`config.mk`:
```
export PLATFORM = sky130hd
export DESIGN_NAME = pwm_shared_timer
export DESIGN_NICKNAME = d
export VERILOG_FILES = /design/src/rtl/pwmt_pkg.sv /design/src/rtl/pwmt_tick.sv /design/src/rtl/pwmt_counter.sv /design/src/rtl/pwmt_channel.sv /design/src/rtl/pwm_shared_timer.sv
export SDC_FILE = /design/constraint.sdc
export NUM_CORES = 1
export LEC_CHECK = 0
export BUFFER_PORTS_ARGS = -buffer_cell sky130_fd_sc_hd__clkbuf_2
export CORE_UTILIZATION = 60
export CTS_BUF_LIST = sky130_fd_sc_hd__clkbuf_8
export CTS_CLUSTER_DIAMETER = 150
export DETAILED_ROUTE_END_ITERATION = 10
export GPL_TIMING_DRIVEN = 1
export PLACE_DENSITY_LB_ADDON = 0.3
export SETUP_SLACK_MARGIN = 0.15
export SYNTH_ARGS = -nofsm -noshare
export SYNTH_HDL_FRONTEND = slang
export SYNTH_SLANG_ARGS = --single-unit
```
`constraint.sdc`:
```
create_clock -name clk -period 5 [get_ports clk]
set_input_delay 0.5 -clock clk [delete_from_list [all_inputs] [get_ports clk]]
set_output_delay 0.5 -clock clk [all_outputs]
set_load 0.02 [all_outputs]
```
`src/rtl/pwmt_pkg.sv`:
```
package pwmt_pkg;
    localparam int CNT_W  = 16;
    localparam int DATA_W = 32;
    localparam int ADDR_W = 5;
    localparam int PS_W   = 3;
    localparam int DIV_W  = (1 << PS_W) - 1;

    typedef enum logic [1:0] {
        SRC_STOP = 2'd0,
        SRC_SYS  = 2'd1,
        SRC_FIX  = 2'd2,
        SRC_EXT  = 2'd3
    } src_e;

    typedef struct packed {
        logic [1:0] mode;
        logic       inv;
        logic       mask;
        logic       en;
    } chan_cfg_t;

    localparam logic [ADDR_W-1:0] RA_CTRL   = 5'd0;
    localparam logic [ADDR_W-1:0] RA_PERIOD = 5'd1;
    localparam logic [ADDR_W-1:0] RA_START  = 5'd2;
    localparam logic [ADDR_W-1:0] RA_MASK   = 5'd3;
    localparam logic [ADDR_W-1:0] RA_INVERT = 5'd4;
    localparam logic [ADDR_W-1:0] RA_LOCK   = 5'd5;
    localparam logic [ADDR_W-1:0] RA_UNLOCK = 5'd6;
    localparam logic [ADDR_W-1:0] RA_COUNT  = 5'd7;
    localparam int                CH_BASE   = 8;
    localparam int                EN_LSB    = 16;

    // Pin level from the shared count, the live threshold and the channel setup.
    function automatic logic chan_level(input logic [CNT_W-1:0] cnt,
                                        input logic [CNT_W-1:0] thr,
                                        input chan_cfg_t        c);
        logic below;
        logic raw;
        below = (cnt < thr);
        raw   = c.mode[1] ? (c.mode[0] ? below : ~below) : 1'b0;
        return (c.mask | ~c.en) ? 1'b0 : (raw ^ c.inv);
    endfunction
endpackage

```
`src/rtl/pwmt_tick.sv`:
```
module pwmt_tick
    import pwmt_pkg::*;
(
    input  logic            clk,
    input  logic            rst,
    input  src_e            src,
    input  logic [PS_W-1:0] ps,
    input  logic [2:0]      strobes,
    output logic            adv
);
    logic [DIV_W-1:0] div_q;
    logic [DIV_W-1:0] lim;
    logic             tick;

    assign lim = DIV_W'((DIV_W+1)'(1) << ps) - DIV_W'(1);

    always_comb begin
        case (src)
            SRC_SYS: tick = strobes[0];
            SRC_FIX: tick = strobes[1];
            SRC_EXT: tick = strobes[2];
            default: tick = 1'b0;
        endcase
    end

    assign adv = tick && (div_q >= lim);

    always_ff @(posedge clk) begin
        if (rst || src == SRC_STOP) begin
            div_q <= '0;
        end else if (tick) begin
            div_q <= adv ? '0 : div_q + 1'b1;
        end
    end
endmodule

```
`src/rtl/pwmt_counter.sv`:
```
module pwmt_counter #(
    parameter int W = 16
) (
    input  logic         clk,
    input  logic         rst,
    input  logic         adv,
    input  logic         stopped,
    input  logic [W-1:0] limit_buf,
    input  logic [W-1:0] start_val,
    output logic [W-1:0] count,
    output logic         load
);
    logic [W-1:0] cnt_q;
    logic [W-1:0] lim_q;
    logic         wrap;

    assign wrap  = adv && (cnt_q >= lim_q);
    assign load  = stopped || wrap;
    assign count = cnt_q;

    always_ff @(posedge clk) begin
        if (rst) begin
            cnt_q <= '0;
            lim_q <= '1;
        end else begin
            if (adv)  cnt_q <= wrap ? start_val : cnt_q + 1'b1;
            if (load) lim_q <= limit_buf;
        end
    end
endmodule

```
`src/rtl/pwmt_channel.sv`:
```
module pwmt_channel
    import pwmt_pkg::*;
(
    input  logic             clk,
    input  logic             rst,
    input  logic             load,
    input  logic [CNT_W-1:0] thr_buf,
    input  logic [CNT_W-1:0] cnt,
    input  chan_cfg_t        cfg,
    output logic             level
);
    logic [CNT_W-1:0] thr_q;

    always_ff @(posedge clk) begin
        if (rst)       thr_q <= '0;
        else if (load) thr_q <= thr_buf;
    end

    assign level = chan_level(cnt, thr_q, cfg);
endmodule

```
`src/rtl/pwm_shared_timer.sv`:
```
module pwm_shared_timer
    import pwmt_pkg::*;
#(
    parameter int NCH       = 8,
    parameter bit HAS_CH_EN = 1'b1
) (
    input  logic              clk,
    input  logic              rst,
    input  logic              tick_sys,
    input  logic              tick_fix,
    input  logic              tick_ext,
    input  logic              wr_en,
    input  logic [ADDR_W-1:0] addr,
    input  logic [DATA_W-1:0] wdata,
    output logic [DATA_W-1:0] rdata,
    output logic [NCH-1:0]    pwm_out
);
    localparam logic [NCH-1:0] EN_RST = HAS_CH_EN ? '0 : '1;

    src_e                       src_q;
    logic [PS_W-1:0]            ps_q;
    logic [NCH-1:0]             chen_q;
    logic [CNT_W-1:0]           mod_buf;
    logic [CNT_W-1:0]           init_q;
    logic [NCH-1:0]             mask_q;
    logic [NCH-1:0]             inv_q;
    logic                       lock_q;
    logic [NCH-1:0][1:0]        mode_q;
    logic [NCH-1:0][CNT_W-1:0]  thr_buf;

    logic             adv;
    logic             load;
    logic [CNT_W-1:0] cnt;
    logic             unused_wdata;

    assign unused_wdata = ^wdata;

    // Register writes, with the lock gating the timebase and shape fields
    always_ff @(posedge clk) begin
        if (rst) begin
            src_q   <= SRC_STOP;
            ps_q    <= '0;
            chen_q  <= EN_RST;
            mod_buf <= '1;
            init_q  <= '0;
            mask_q  <= '1;
            inv_q   <= '0;
            lock_q  <= 1'b0;
            mode_q  <= '0;
            thr_buf <= '0;
        end else if (wr_en) begin
            if (addr == RA_CTRL) begin
                if (!lock_q) begin
                    src_q <= src_e'(wdata[1:0]);
                    ps_q  <= wdata[2 +: PS_W];
                end
                if (HAS_CH_EN) chen_q <= wdata[EN_LSB +: NCH];
            end
            if (addr == RA_PERIOD && !lock_q) mod_buf <= wdata[CNT_W-1:0];
            if (addr == RA_START  && !lock_q) init_q  <= wdata[CNT_W-1:0];
            if (addr == RA_INVERT && !lock_q) inv_q   <= wdata[NCH-1:0];
            if (addr == RA_MASK)              mask_q  <= wdata[NCH-1:0];
            if (addr == RA_LOCK   && wdata[0])           lock_q <= 1'b1;
            if (addr == RA_UNLOCK && wdata[0] && lock_q) lock_q <= 1'b0;
            for (int n = 0; n < NCH; n++) begin
                if (addr == ADDR_W'(CH_BASE + 2*n) && !lock_q) mode_q[n]  <= wdata[1:0];
                if (addr == ADDR_W'(CH_BASE + 2*n + 1))        thr_buf[n] <= wdata[CNT_W-1:0];
            end
        end
    end

    always_comb begin
        rdata = '0;
        case (addr)
            RA_CTRL:   rdata = {{(DATA_W-EN_LSB-NCH){1'b0}}, chen_q,
                                {(EN_LSB-PS_W-2){1'b0}}, ps_q, src_q};
            RA_PERIOD: rdata = DATA_W'(mod_buf);
            RA_START:  rdata = DATA_W'(init_q);
            RA_MASK:   rdata = DATA_W'(mask_q);
            RA_INVERT: rdata = DATA_W'(inv_q);
            RA_LOCK:   rdata = DATA_W'(lock_q);
            RA_COUNT:  rdata = DATA_W'(cnt);
            default: begin
                for (int n = 0; n < NCH; n++) begin
                    if (addr == ADDR_W'(CH_BASE + 2*n))     rdata = DATA_W'(mode_q[n]);
                    if (addr == ADDR_W'(CH_BASE + 2*n + 1)) rdata = DATA_W'(thr_buf[n]);
                end
            end
        endcase
    end

    pwmt_tick u_tick (
        .clk     (clk),
        .rst     (rst),
        .src     (src_q),
        .ps      (ps_q),
        .strobes ({tick_ext, tick_fix, tick_sys}),
        .adv     (adv)
    );

    pwmt_counter #(.W(CNT_W)) u_cnt (
        .clk       (clk),
        .rst       (rst),
        .adv       (adv),
        .stopped   (src_q == SRC_STOP),
        .limit_buf (mod_buf),
        .start_val (init_q),
        .count     (cnt),
        .load      (load)
    );

    for (genvar g = 0; g < NCH; g++) begin : g_ch
        chan_cfg_t cfg;
        assign cfg = '{mode: mode_q[g], inv: inv_q[g], mask: mask_q[g], en: chen_q[g]};
        pwmt_channel u_ch (
            .clk     (clk),
            .rst     (rst),
            .load    (load),
            .thr_buf (thr_buf[g]),
            .cnt     (cnt),
            .cfg     (cfg),
            .level   (pwm_out[g])
        );
    end
endmodule

```
[After elaboration in Yosys (flattened, before gate mapping)]
Index checks and enable logic that the tools add are counted.
Storage, ports and cells
  register bits after elaboration: 373
  bits of input ports: 43
  word-level logic and storage cells: 199
Cells by class
  add/sub/neg operators: 3
  $lt $le $gt $ge: 10
  equal/unequal tests: 26
  shift-type cells: 1
  multiplexer cells: 46
  bitwise logic cells: 33
  reduce and logical (&&, ||, !) cells: 45
Operators by type and width (number)
  $mux 32: 15
  $pmux 32 s7: 1
  $lt 16x16->1: 8
  $reduce_and 2->1: 22
  $eq 5x4->1 const B: 8
  $eq 5x5->1 const B: 8
  $mux 1: 26
  $eq 5x3->1 const B: 4
  $not 1->1: 17
  $add 16x1->16 const B: 1
  $ge 16x16->1: 1
  $logic_and 1x1->1: 16
  $mux 16: 1
  $eq 5x2->1 const B: 2
  $or 1x1->1: 8
  $xor 1x1->1: 8
  $add 7x1->7 const B: 1
  $ge 7x7->1: 1
  $mux 7: 1
  $shl 1x3->7 const A: 1
  $sub 7x2->7 const B: 1
  $eq 5x1->1 const B: 1
  $logic_not 5->1: 1
  $eq 2x2->1 const B: 2
  other kinds (8): 9

[Longest topological paths before layout]
Gate-level depths: netlist (run 1).
  depth in word-level cells: 18
  mapped depth: 17
  depth with buffers taken out: 12

[By module]
Synthesis (run 1) repeated with hierarchy kept, for this count alone.
Second synthesis, totals
  cells, all modules: 2422
  area, all modules: 20206.9 um^2
Modules (own cells, without submodules)
  pwm_shared_timer: instances 1, cells each 1201, area an instance 9510.4 um^2
  pwmt_channel: instances 8, cells each 111, area an instance 994.7 um^2
  pwmt_counter: instances 1, cells each 258, area an instance 2110.8 um^2
  pwmt_tick: instances 1, cells each 75, area an instance 628.1 um^2

[Worst setup path before layout (run 1)]
Ideal clock, no wire load.
  path kind: register -> register
  from: register ps_q[2]
  to: register g_ch[0].u_ch.thr_q[10]
  arrival: 3.296 ns
  path slack: 1.632 ns
  stages on the path, launching flop included: 17
  buffers on the path: 5
  clock period less this slack: 3.368 ns
  cell sequence: dfxtp_1 clkbuf_1 or3_1 ha_1 clkbuf_1 nor3_1 a21oi_1 o21a_1 ha_1 a21o_1 a221oi_1 o21a_1 o22a_1 buf_2 buf_6 buf_6 mux2i_1
On the way
  longest elaborated chain between the ends: 6
Ends and longest elaborated chain
  start: declaration: line pwm_shared_timer.sv:21  | logic [PS_W-1:0] ps_q;
  start signal: assignment: line pwm_shared_timer.sv:55  | ps_q <= wdata[2 +: PS_W];
  $shl 1x3->7: line pwmt_tick.sv:15  | assign lim = DIV_W'((DIV_W+1)'(1) << ps) - DIV_W'(1);
  $sub 7x2->7: line pwmt_tick.sv:15
  $ge 7x7->1: line pwmt_tick.sv:26  | assign adv = tick && (div_q >= lim);
  $logic_and 1x1->1: line pwmt_tick.sv:26
  $logic_and 1x1->1: line pwmt_counter.sv:17  | assign wrap = adv && (cnt_q >= lim_q);
  $logic_or 1x1->1: line pwmt_counter.sv:18  | assign load = stopped || wrap;
  end signal: assignment: line pwmt_channel.sv:16  | else if (load) thr_q <= thr_buf;
  end: declaration: line pwmt_channel.sv:12  | logic [CNT_W-1:0] thr_q;
No other way between the ends.
A chain may end at the register's enable or synchronous reset.

[Worst setup path after layout (run 1)]
  from: register u_cnt.cnt_q[8], in the netlist u_cnt.count[8]
  to: output pwm_out[2]
On the way
  longest elaborated chain between the ends: 6
Ends and longest elaborated chain
  start: declaration: line pwmt_counter.sv:13  | logic [W-1:0] cnt_q;
  start signal: assignment: line pwmt_counter.sv:26  | if (adv) cnt_q <= wrap ? start_val : cnt_q + 1'b1;
  $lt 16x16->1 (*): line pwmt_pkg.sv:39  | below = (cnt < thr);
  $not 1->1: line pwmt_pkg.sv:40  | raw = c.mode[1] ? (c.mode[0] ? below : ~below) : 1'b0;
  $mux 1 (*) (2 in series): line pwmt_pkg.sv:40
  $xor 1x1->1 (*): line pwmt_pkg.sv:41  | return (c.mask | ~c.en) ? 1'b0 : (raw ^ c.inv);
  $mux 1 (*): line pwmt_pkg.sv:41
  end: declaration: line pwm_shared_timer.sv:16  | output logic [NCH-1:0] pwm_out
Every way passes the cells marked *; elsewhere a longest branch is shown, timed or not.

==> results of run 1 <==
==> area by class of cell <==
type | count | area share [%]
Clock buffer | 86 | 5.18
Clock inverter | 31 | 0.826
Timing Repair Buffer | 109 | 3.17
Sequential cell | 373 | 32.6
Multi-Input combinational cell | 1889 | 53.0
Inverter | 164 | 2.69
Antenna cell | 1 | 0.0109
Tap cell | 455 | 2.49
==> flip-flops by register name, summed over array words and instances (netlist names), 7 cells and up <==
name,cells
g_ch.u_ch.thr_q,128
thr_buf,128
g_ch.cfg,16
init_q,16
mod_buf,16
u_cnt.count,16
u_cnt.lim_q,16
chen_q,8
inv_q,8
mask_q,8
u_tick.div_q,7
==> cell usage in the layout (no fill, tap or decap), types with 10 or more instances in the layout <==
master	count
dfxtp_1	373
inv_1	181
nand2b_1	280
nand3b_1	20
nand3_1	58
clkbuf_2	65
and3_1	18
a222oi_1	18
clkinv_2	10
nor2_1	98
clkbuf_8	86
and2_1	13
a22oi_1	49
mux2i_1	170
ha_1	146
nor3_1	13
a21oi_1	273
o21ai_0	40
buf_4	38
a211o_1	12
nand4_1	38
o32ai_1	17
o21a_1	16
nor2b_1	12
nand2_1	441
==> logic make-up after synthesis <==
logic type	after synthesis
simple gates	1038
compound gates	517
flops	373
buf+inv	348
mux	174
fa+ha+maj	146
xor+xnor	6
other cells	1
==> worst max-delay path, delay by kind of cell (launching register included) <==
family	cells	cell delay (ns)
flip-flops	1	0.88
AND/OR/NAND/NOR	1	0.49
adder cells (fa/ha/maj)	1	0.27
buffers and inverters	1	0.27
AO/OA/AOI/OAI	5	1.50
==> stage by stage <==
step / instances / utilization, %
6_report: 3108 / 66.4
5_1_grt: 3107 / 66.4
4_1_cts: 3107 / 66.4
3_5_place_dp: 2990 / 62.4
3_3_place_gp: 2990 / 62.4
2_1_floorplan: 2610 / -
==> per-layer routing <==
metal  share of wire (%)  up-vias  wire length (um)
li1                    -     8928                 -
met1                  40     9016             26100
met2                  45      949             28700
met3                 9.7      182              6240
met4                 5.3        0              3430
met5                   0        -                 0
==> report_power, final <==
part           internal [W]  switching, W  total [W]
Combinational      0.000112      0.000245   0.000357
Sequential          0.00299     0.0000182    0.00301
Clock               0.00164       0.00131    0.00295
Total               0.00475       0.00157    0.00632
==> worst paths after layout <==
path                       start                     end  slack (ns)  depth (start not counted)
setup / recovery  u_cnt.count[8]              pwm_out[2]        0.46                          8
hold / removal         wdata[23]               chen_q[7]        0.13                          3
setup reg to reg         ps_q[0]  g_ch[6].u_ch.thr_q[12]        1.13                         13
hold reg to reg     thr_buf[127]            thr_buf[127]        0.47                          2
==> summary.md, run 1 <==
| Metric | Value |
|---|---|
| PortBufs | `66` |
| Ys Warns | `0` |
| Mapped cell area | `21000 sq um` |
| Clock Path Buffers | `3` |
| Area grow syn2layout | `9.10%` |
| CTS root buf | `clkbuf_8` |
| Hold Fails Final Rpt | `0` |
| Clock tree sinks | `373` |
| Die Span Y | `189 um` |
| WP data arrival | `4.04 ns` |
| DR pass1 iterations | `8` |
| DR vias | `19100` |
| Met3 usage | `6.27%` |
| GR Layer Usage met2 | `56.8%` |
| Syn Area/Cell | `8.05 sq um` |
| Vias in the first global route | `17900` |
| Compound-cell area share of the yosys netlist | `15.5%` |
| Total negative slack | `0 ns` |
| Fin nets | `2792` |
| CP peak stage delay | `0.88 ns` |
| Hold slack | `0.127 ns` |
| Global route total overflow | `0` |
| Largest family of logic cells by synthesized area | `simple AND/OR/NAND/NOR gates` |
| Htree depth | `3` |
| Status | `finished, final reports clean` |
| Io pins | `83` |
| Setup crit end kind | `output pin` |
| Site Rows | `68` |
| Post-CTS Setup Repair Bufs | `0` |
| DR iter-0 viols | `2251` |
| Max-Cap Viols | `0` |
| CTS resizes | `0` |
| GRT Overall Usage | `36.0%` |
| Largest net degree at the start of global routing | `167` |
| GRT met1 Usage | `46.9%` |
| Initial Util | `60.8%` |
| Multi-input logic area | `12100 sq um` |
| Final setup vio count | `0` |
| Most frequent CP cell | `a21oi_1` |
| Dominant cell type by area after synthesis | `dfxtp_1` |
| Die area | `35700 sq um` |
| Post-synth top area share | `35.6%` |
| Crit path cell chain | `ha_1 > a21oi_1 > o21ai_0 > a2111oi_0 > a31o_2 > or4_1 > a21oi_1 > clkbuf_2` |
| Core area | `34500 sq um` |
| Pwr dens | `276 nW/um^2` |
| Rel. slew slack | `18.7%` |
| Number of synthesized flops with an enable pin | `0` |
| Fmax | `220 MHz` |
| Pins Over Slew Limit | `0` |
| Share of post-route cells with drive strength above 1 | `9.05%` |
| DRT Wirelength | `64400 um` |
| Synth Area in Simple Gates | `24.6%` |
| Vias per cell | `6.14` |
| Reg area | `7470 sq um` |
| Global-route wire length before repair | `99600 um` |
| Synth cell types | `69` |
| Cell at the slowest stage of the critical path | `dfxtp_1` |
| Adder-cell share of the synthesized area | `8.71%` |
| Initial antenna violation count | `0` |
| Dpl cell area | `21500 sq um` |
| Leak | `8.25 nW` |
| Most used DFF post-synth | `dfxtp_1` |
| HPWL Detailed | `45700 um` |
| Mapped Cells | `2603` |
| Finished Cell Area | `22900 sq um` |
| Async set-or-reset flop fraction in the synthesized netlist | `0%` |
| Top-count cell post-synth | `nand2_1` |
| Routed wire length per instance | `20.7 um` |
| Final Power | `0.00632 W` |
| RD Place Congestion | `0.964` |
| Post-synthesis register bit count | `373` |
| DRC viols | `0` |
| Crit-path max FO | `14` |
| Post-Place Setup Slack | `1.12 ns` |
| Antenna Violating Nets Remaining | `0` |
| Critical Path RT | `4.50 ns` |
| Skew final | `0.0221 ns` |
| Area contributors post-synth | `dfxtp_1 36%, ha_1 8.7%, nand2b_1 8.4%` |
| CTS Hold Bufs | `0` |
| Post-Synth XOR/XNOR Area | `0.251%` |
| Min Tclk post-route | `4.54 ns` |
| Unrepaired setup endpoints after global routing | `no` |
| Most frequent cells after synthesis | `441 x nand2_1, 373 x dfxtp_1, 280 x nand2b_1` |
| VDD IR max | `0.295 mV` |
| Worst hold path class | `in2reg` |
| Die width | `189 um` |
| Gr busiest metal | `met2` |
| Clock Latency Late Sink | `0.62 ns` |
| Final WS setup | `0.456 ns` |
| Crit share post-route | `90.9%` |
| Fillers | `2873` |
| Worst Setup Start Kind | `flip-flop` |
| CP Class | `reg2out` |
| Proportion of synthesized area in mux cells | `8.44%` |
| Register area share after synthesis | `35.6%` |
| Clock transition at the registers of the reported paths | `0.06 ns` |
| Total CTS buffers | `66` |
| CTS tree | `built` |
| Worst Max-Slew Pin Slew | `1.21 ns` |
Note: power is estimated with default switching activity, not from simulation.
==> run 2: changes to the inputs <==
--- a/config.mk
+++ b/config.mk
@@ -8,10 +8,11 @@
 export BUFFER_PORTS_ARGS = -buffer_cell sky130_fd_sc_hd__clkbuf_2
 export CORE_UTILIZATION = 60
 export CTS_BUF_LIST = sky130_fd_sc_hd__clkbuf_8
-export CTS_CLUSTER_DIAMETER = 150
+export CTS_CLUSTER_DIAMETER = 200
 export DETAILED_ROUTE_END_ITERATION = 10
 export GPL_TIMING_DRIVEN = 1
 export PLACE_DENSITY_LB_ADDON = 0.3
+export RECOVER_POWER = 25
 export SETUP_SLACK_MARGIN = 0.15
 export SYNTH_ARGS = -nofsm -noshare
 export SYNTH_HDL_FRONTEND = slang
==> run 2 against run 1 <==
  * The flow now finishes with violations (capacitance limit, slew limit)
  * Clock skew is 0.0042 ns higher
  * First-iteration DRC count down 5.6%
  * Clock-buffer cell count unchanged
  * Critical path depth unchanged
  * Final area decreased by 0.22%
  * Register-to-register slack about the same
  * Non-clock buffer count stayed put
  * Die area stayed put
  * Sequential power barely moved
  * Largest cell class unchanged
==> summary.md, run 2 (same netlist as run 1, synthesis figures left out) <==
| Metric | Value |
|---|---|
| Status | `finished, violations left` |
| Failing checks | `capacitance limit, slew limit` |
| Final setup vio count | `0` |
| Flop2flop setup slack | `1.12 ns` |
| DR iter-0 viols | `2126` |
| Net Sw Power | `0.00156 W` |
| Min Tclk post-route | `4.57 ns` |
| Initial Util | `60.8%` |
| Area grow syn2layout | `8.86%` |
| VDD IR max | `0.295 mV` |
| Share of post-route cells with drive strength above 1 | `8.79%` |
| Pins Over Slew Limit | `255` |
| Unrepaired setup endpoints after global routing | `no` |
| Most frequent cells in the layout | `441 x nand2_1, 373 x dfxtp_1, 280 x nand2b_1, 273 x a21oi_1, 181 x inv_1` |
| Hold depth | `3` |
| DRC viols | `0` |
| Post-CTS Setup Repair Bufs | `0` |
| Post-route insts no fill | `3107` |
| Initial antenna violation count | `0` |
| Final WS setup | `0.425 ns` |
| Logic gate share of total power | `5.7%` |
| HPWL Detailed | `45700 um` |
| Io pins | `83` |
| Fmax | `219 MHz` |
| Clock power share | `46.7%` |
| Max-Cap Viols | `2` |
| GRT Overall Usage | `36.0%` |
| Total CTS buffers | `66` |
| Worst r2r path cells | `13` |
| WP data arrival | `4.07 ns` |
| Top flop regs | `g_ch.u_ch.thr_q x128, thr_buf x128` |
| Global-route wire length before repair | `99600 um` |
| CTS root buf | `clkbuf_8` |
| Hold Fails Final Rpt | `0` |
| DR vias | `19100` |
| Htree depth | `3` |
| Leak | `8.21 nW` |
| Int Power | `0.00475 W` |
| Critical R2R Launch | `ps_q[0]` |
| Reg power frac | `47.7%` |
| Dpl cells | `2990` |
| Total negative slack | `0 ns` |
| DRT Wirelength | `64500 um` |
| CTS tree | `built` |
| Clock tree sinks | `373` |
| DR pass1 iterations | `7` |
| Worst Setup Start Kind | `flip-flop` |
| Final Util | `66.2%` |
| Sw frac | `24.8%` |
| Worst Min Path Start | `wdata[23]` |
| Clock Latency Late Sink | `0.62 ns` |
| Skew final | `0.0262 ns` |
| Core area | `34500 sq um` |
| Clock transition at the registers of the reported paths | `0.06 ns` |
| Global route total overflow | `0` |
| Fillers | `2885` |
| Worst Max-Slew Pin Slew | `3.62 ns` |
| CP Class | `reg2out` |
| CTS resizes | `0` |
| Worst hold path class | `in2reg` |
| Die Span Y | `189 um` |
| Site Rows | `68` |
| RD Place Congestion | `0.964` |
| PortBufs | `66` |
| Die width | `189 um` |
| Rel. slew slack | `-141%` |
| Post-Place Setup Slack | `1.12 ns` |
| Clock Path Buffers | `3` |
| Die area | `35700 sq um` |
| Crit-path max FO | `14` |
| Antenna Violating Nets Remaining | `0` |
| Fin nets | `2792` |
| Routed wire length per instance | `20.7 um` |
| Endpoint, Worst Hold | `chen_q[7]` |
| Vias in the first global route | `17900` |
| Crit share post-route | `91.5%` |
| Vias per cell | `6.15` |
| Critical Path RT | `4.50 ns` |
| Largest net degree at the start of global routing | `167` |
| Commonest non-fill, non-tap cell in the layout | `nand2_1` |
| Hold slack | `0.125 ns` |
| Setup crit end kind | `output pin` |
| Pwr dens | `277 nW/um^2` |
| Critical register-to-register path endpoint | `g_ch[6].u_ch.thr_q[12]` |
| Number of diodes | `0` |
| CTS Hold Bufs | `0` |
==> run 2: worst max-delay path: stages, from the launching register on <==
cell,delay (ns)
dfxtp_1,0.90
ha_1,0.28
a21oi_1,0.07
o21ai_0,0.55
a2111oi_0,0.25
a31o_2,0.27
or4_1,0.50
a21oi_1,0.37
clkbuf_2,0.27
==> run 2: final cells by class <==
type,count,area (sq um),area share [%]
multi-input cells,1889,12100,53.1
clock buffers,86,1180,5.19
well taps,455,569,2.49
inverters,164,616,2.70
flip-flops and latches,373,7470,32.7
repair buffers,109,683,2.99
clock inverters,31,189,0.828
==> run 2: power groups by stage <==
| stage | clock [W] | sequential (W) | combinational, W |
|---|---|---|---|
| final | 0.00295 | 0.00301 | 0.000358 |
| after global routing | 0.00312 | 0.00301 | 0.000375 |
| after CTS | 0.00297 | 0.00301 | 0.000346 |
| after detailed placement | 0 | 0.00307 | 0.000345 |
| after global placement | 0 | 0.00307 | 0.000338 |
| after floorplan | 0 | 0.00307 | 0.000244 |
==> run 2: how the worst max path moves through the flow <==
stage	startpoint	end	slack, ns	cells after the start
global placement	u_cnt.count[8]	pwm_out[2]	1.21	8
finish	u_cnt.count[8]	pwm_out[2]	0.43	8
CTS	u_cnt.count[8]	pwm_out[2]	0.46	8
global route	u_cnt.count[8]	pwm_out[2]	0.38	8
floorplan	ps_q[2]	g_ch[0].u_ch.thr_q[10]	1.63	16
detailed placement	u_cnt.count[8]	pwm_out[2]	1.12	8
==> run 2: layer usage <==
layer / track usage, % / part of all wire (%) / wire, um
met5: 0 / 0 / 0
met4: 19.4 / 5.6 / 3630
met3: 6.27 / 9.9 / 6360
met2: 56.8 / 44 / 28500
met1: 46.9 / 40 / 26000
==> run 2: per-stage QoR <==
step,power (W),area [sq um]
after CTS,0.00632,22900
final,0.00631,22800
after detailed placement,0.00342,21500
after global placement,0.00341,21500
after global routing,0.00650,22800
after floorplan,0.00331,21000
